## config.mk

```make
export PLATFORM = sky130hd
export DESIGN_NAME = fpx_trap_unit
export DESIGN_NICKNAME = d
export VERILOG_FILES = /design/src/rtl/fpx_pkg.sv /design/src/rtl/fpx_path_sel.sv /design/src/rtl/fpx_decode.sv /design/src/rtl/fpx_trap_unit.sv
export SDC_FILE = /design/constraint.sdc
export NUM_CORES = 1
export LEC_CHECK = 0
export BUFFER_PORTS_ARGS = -buffer_cell sky130_fd_sc_hd__buf_4
export CORE_UTILIZATION = 44
export CTS_BUF_LIST = sky130_fd_sc_hd__clkbuf_16
export DETAILED_ROUTE_END_ITERATION = 16
export GPL_ROUTABILITY_DRIVEN = 0
export PLACE_DENSITY = 0.67
export SETUP_SLACK_MARGIN = 0.05
export SYNTH_ARGS = -nofsm -noshare
export SYNTH_HDL_FRONTEND = slang
export SYNTH_SLANG_ARGS = --single-unit
```

## constraint.sdc

```tcl
create_clock -name clk -period 3.45 [get_ports clk]
set_clock_uncertainty 0.15 [all_clocks]
set_input_delay 0 -clock clk [delete_from_list [all_inputs] [get_ports clk]]
set_output_delay 0 -clock clk [all_outputs]
set_load 0.02 [all_outputs]
```

## src/rtl/fpx_pkg.sv

```systemverilog
package fpx_pkg;
    localparam int unsigned NEXC  = 6;
    localparam int unsigned SUMW  = NEXC + 1;
    localparam int unsigned REGW  = 6;
    localparam int unsigned NREG  = 1 << REGW;
    localparam int unsigned SWC_BIT = NEXC;

    typedef logic [NEXC-1:0] exc_t;

    typedef struct packed {
        exc_t              flags;
        exc_t              en;
        logic              trap;
        logic [SUMW-1:0]   summary;
        logic [NREG-1:0]   regmask;
    } state_t;
endpackage

```

## src/rtl/fpx_path_sel.sv

```systemverilog
module fpx_path_sel
    import fpx_pkg::*;
(
    input  exc_t raw_i,
    input  exc_t ign_i,
    input  exc_t en_i,
    input  logic swc_i,
    output exc_t sticky_o,
    output exc_t trapbits_o
);
    exc_t kept;
    always_comb begin
        kept = raw_i & ~ign_i;
        if (swc_i) begin
            sticky_o   = kept;
            trapbits_o = kept & en_i;
        end else begin
            sticky_o   = raw_i;
            trapbits_o = kept;
        end
    end
endmodule

```

## src/rtl/fpx_decode.sv

```systemverilog
module fpx_decode
    import fpx_pkg::*;
(
    input  logic [REGW-1:0] reg_i,
    output logic [NREG-1:0] onehot_o
);
    for (genvar i = 0; i < NREG; i++) begin : g_dec
        assign onehot_o[i] = (reg_i == REGW'(i));
    end
endmodule

```

## src/rtl/fpx_trap_unit.sv

```systemverilog
module fpx_trap_unit
    import fpx_pkg::*;
(
    input  logic            clk,
    input  logic            rst_n,
    input  logic            op_valid_i,
    input  logic [5:0]      op_raw_i,
    input  logic [5:0]      op_ign_i,
    input  logic            op_swc_i,
    input  logic [5:0]      op_reg_i,
    input  logic            wr_flags_i,
    input  logic            wr_en_i,
    input  logic [5:0]      wr_data_i,
    output logic [5:0]      flags_o,
    output logic [5:0]      trap_en_o,
    output logic            trap_o,
    output logic [6:0]      summary_o,
    output logic [63:0]     regmask_o
);
    state_t st_q, st_d;
    exc_t sticky, trapbits;
    logic [NREG-1:0] onehot;

    fpx_path_sel u_sel (
        .raw_i(op_raw_i), .ign_i(op_ign_i), .en_i(st_q.en), .swc_i(op_swc_i),
        .sticky_o(sticky), .trapbits_o(trapbits)
    );

    fpx_decode u_dec (.reg_i(op_reg_i), .onehot_o(onehot));

    always_comb begin
        st_d      = st_q;
        st_d.trap = 1'b0;
        if (op_valid_i) begin
            st_d.flags = st_q.flags | sticky;
            st_d.trap  = |trapbits;
            if (|trapbits) begin
                st_d.summary = {op_swc_i, trapbits};
                st_d.regmask = onehot;
            end else begin
                st_d.summary = '0;
                st_d.regmask = '0;
            end
        end
        if (wr_flags_i) st_d.flags = wr_data_i;
        if (wr_en_i)    st_d.en    = wr_data_i;
    end

    always_ff @(posedge clk or negedge rst_n) begin
        if (!rst_n) st_q <= '0;
        else        st_q <= st_d;
    end

    assign flags_o   = st_q.flags;
    assign trap_en_o = st_q.en;
    assign trap_o    = st_q.trap;
    assign summary_o = st_q.summary;
    assign regmask_o = st_q.regmask;
endmodule


```

==> flow_metrics.py <==
metrics = {
    "setup_path": {
        "slowest_delay_ns": 0.96,
        "worst-setup-path-type": "primary input to flip-flop",
        "ff2ff_path_depth": 5,
        "path_cells": "dlygate4sd3_1, buf_4, nor3_2, dlygate4sd3_1, nand2_1, o2bb2ai_1",
        "r2r-end": "regmask_o[30]",
        "critPathLaunchType": "primary input",
        "critPathMostFrequentCell": "dlygate4sd3_1",
        "r2r_setup_slack_ns": 1.46,
        "arrival_ns": 2.14,
        "cp-end-kind": "flip-flop",
        "timing.rr.start": "trap_en_o[3]",
        "slowest_stage": "dlygate4sd3_1",
        "critPathMaxFanout": 16,
        "startpoint": "op_reg_i[5]",
        "cp.required_ns": 3.55,
    },
    "detailed_routing": {
        "ant_nets": 0,
        "via_per_inst": 5.44,
        "top_layer_used": "met4",
        "routed_wl_mm": 10.5,
        "wl_met3_um": 790,
        "dr.first_iter.drc_count": 176,
        "routedWlPerCell_um": 18.2,
        "wl_met1_mm": 4.48,
        "vias": 3143,
        "drt_first_pass_iters": 4,
        "wl_met2_mm": 4.94,
        "route.detailed.drc": 0,
    },
    "cells_and_area": {
        "fill_cells": 619,
        "area_growth_pct": 42.6,
        "fin_cells": 578,
        "drive_above_1_share_pct": 31.5,
        "final_net_count": 501,
        "fin_util_pct": 66.4,
        "n_antenna_cell": 0,
    },
    "floorplan": {
        "floorplan.initialDensity_pct": 46.5,
        "die_width_um": 93.3,
        "die_h_um": 93.3,
        "rows": 32,
        "die-area_um2": 8710,
        "core_region_area_um2": 7890,
        "ios": 114,
    },
    "clock_network": {
        "h-tree-depth": 3,
        "cts_root_buf": "clkbuf_16",
        "clock-sinks": 84,
        "cts-resized-gates": 0,
        "cts.path.max_buffers": 2,
        "numCtsBuffers": 9,
        "cts.clk_slew.worst_paths_ns": 0.06,
        "cts_tree": "built",
        "clock_latency_ns": 0.33,
    },
    "sta": {
        "clock.fmax_ghz": 0.490,
        "rsz0062_at_grt": "false",
        "fin_crit_ns": 2.04,
        "hold_viol_final": 0,
        "slew_headroom_pct": 29.9,
        "final.setup.tns_ns": 0,
        "worst_pin_slew_ns": 1.05,
        "setup_viol": 0,
        "slew_violations": 0,
        "finalCritPeriodShare_pct": 59.1,
    },
    "synth": {
        "yosys_warnings": 0,
        "yosysTopAreaCellShare_pct": 57.3,
        "synth_nets": 355,
        "ys_seq_area_share_pct": 57.3,
        "synth_largest_area_cell": "dfrtp_1",
        "synthArstFlopShare_pct": 100,
        "synth-main-ff-cell": "dfrtp_1",
        "syn_area_um2": 3670,
        "synth.most_common_cell": "dfrtp_1",
        "synthCells": 325,
        "yosys_register_bits": 84,
        "avgSynthCellArea_um2": 11.3,
        "synth_cell_types": 29,
        "synthTopCellsByArea": "dfrtp_1, o2bb2ai_1, nand2_1",
        "yosys-top-cells-count": "dfrtp_1, nand2_1, o2bb2ai_1",
        "synth_edf_count": 0,
    },
    "global_routing": {
        "first_global_vias": 3293,
        "grtUsageTotal_pct": 26.3,
        "grt_max_degree": 85,
        "grt_pass1_wl_mm": 17.2,
        "grt_overflow": 0,
        "antenna_found_initial": 0,
    },
    "min_path": {
        "holdPathStages": 3,
        "hold_path_end": "regmask_o[35]",
        "hp-start": "op_valid_i",
        "hp-class": "primary input to flip-flop",
    },
    "power_and_ir_drop": {
        "internal-power_w": 0.00170,
        "combPwrFrac_pct": 14.0,
        "peakVddDrop_v": 0.000243,
        "power_frac_seq_pct": 45.2,
        "leakage_nw": 2.40,
        "clkPwrFrac_pct": 40.8,
        "swShare_pct": 25.8,
        "p_per_area_nw_per_um2": 437,
        "p_switching_w": 0.000591,
        "fin_total_pwr_w": 0.00229,
    },
    "placed_design": {
        "dp_cells": 518,
        "place_hpwl_mm": 6.47,
        "port_buffers": 113,
    },
    "flow_run": {
        "cap_viol_max_count": 0,
    },
    "status": {
        "outcome": "finished, final reports clean",
    },
}
[worst max-delay path, delay by kind of cell]
| kind | cells | cell delay [ns] |
|---|---|---|
| compound gates | 1 | 0.16 |
| buf+inv | 3 | 1.70 |
| simple gates | 2 | 0.28 |
[routing by layer]
layer,vias to the layer above,GRT usage [%]
li1,1456,-
met1,1528,33.7
met2,139,41.7
met3,20,8.29
met4,0,10.3
met5,-,0
[sequential cells by signal, indices dropped and copies added, names as in the netlist]
signal     count
regmask_o     64
summary_o      7
flags_o        6
trap_en_o      6
trap_o         1
[area by class of cell]
| type | count | area, um2 | area share [%] |
|---|---|---|---|
| Sequential cell | 84 | 2100 | 40.2 |
| Multi-Input combinational cell | 207 | 1380 | 26.3 |
| Tap cell | 102 | 128 | 2.44 |
| Clock inverter | 7 | 58.8 | 1.12 |
| Inverter | 10 | 37.5 | 0.717 |
| Timing Repair Buffer | 159 | 1300 | 24.9 |
| Clock buffer | 9 | 225 | 4.30 |
[power groups by stage]
| stage | logic [W] | clock network [W] | registers, W |
|---|---|---|---|
| floorplan | 0.000126 | 0 | 0.00109 |
| global placement | 0.000268 | 0 | 0.00105 |
| detailed placement | 0.000272 | 0 | 0.00105 |
| CTS | 0.000317 | 0.000948 | 0.00103 |
| global route | 0.000347 | 0.000986 | 0.00104 |
| finish | 0.000320 | 0.000932 | 0.00103 |
[through the flow]
step                instance area (um2)  worst slack [ns]  hold WS (ns)
floorplan                          3670              1.81        -0.446
global placement                   4510              1.51        0.0560
detailed placement                 4510              1.46        0.0590
CTS                                5230              1.45         0.144
global route                       5230              1.25         0.171
finish                             5230              1.41         0.147
[cells by family (layout without fill, tap and decap cells)]
group           Yosys count  in the layout  synth area share, %
compound gates           86             86                 21.9
flops                    84             84                 57.3
simple gates            115            115                 13.8
buf+inv                  34            185                 5.18
mux                       6              6                 1.84
[layout by cell type, fill, tap and decap left out]
cell type and count:
a21oi_1 6, o2bb2ai_1 55, nor3_4 1, and2b_1 2
dfrtp_1 84, nor4_1 1, and3_1 1, bufinv_16 1
a311oi_1 6, nor3_2 1, o32ai_2 2, nor2_1 11
clkinv_1 2, buf_4 115, o2bb2ai_2 10, o41ai_1 3
clkinvlp_4 1, nor3b_2 1, inv_2 1, inv_1 10
nand2b_1 7, o31ai_1 3, mux2_2 6, nor2b_1 4
o32ai_1 1, clkinv_2 2, dlygate4sd3_1 44, nor3_1 6
nand2_1 80, clkbuf_16 9
[repair_timing]
action,4_1_cts,5_1_grt
endpoints found under the hold margin,149,0
hold buffers,44,0
buffers inserted,0,0
[worst max path at each step]
stage	endpoint	slack (ns)	depth (start not counted)
CTS	regmask_o[16]	1.45	5
detailed placement	regmask_o[24]	1.46	5
global route	regmask_o[13]	1.25	6
floorplan	regmask_o[50]	1.81	6
finish	regmask_o[9]	1.41	6
global placement	regmask_o[5]	1.51	5
Note: power is estimated with default switching activity, not from simulation.
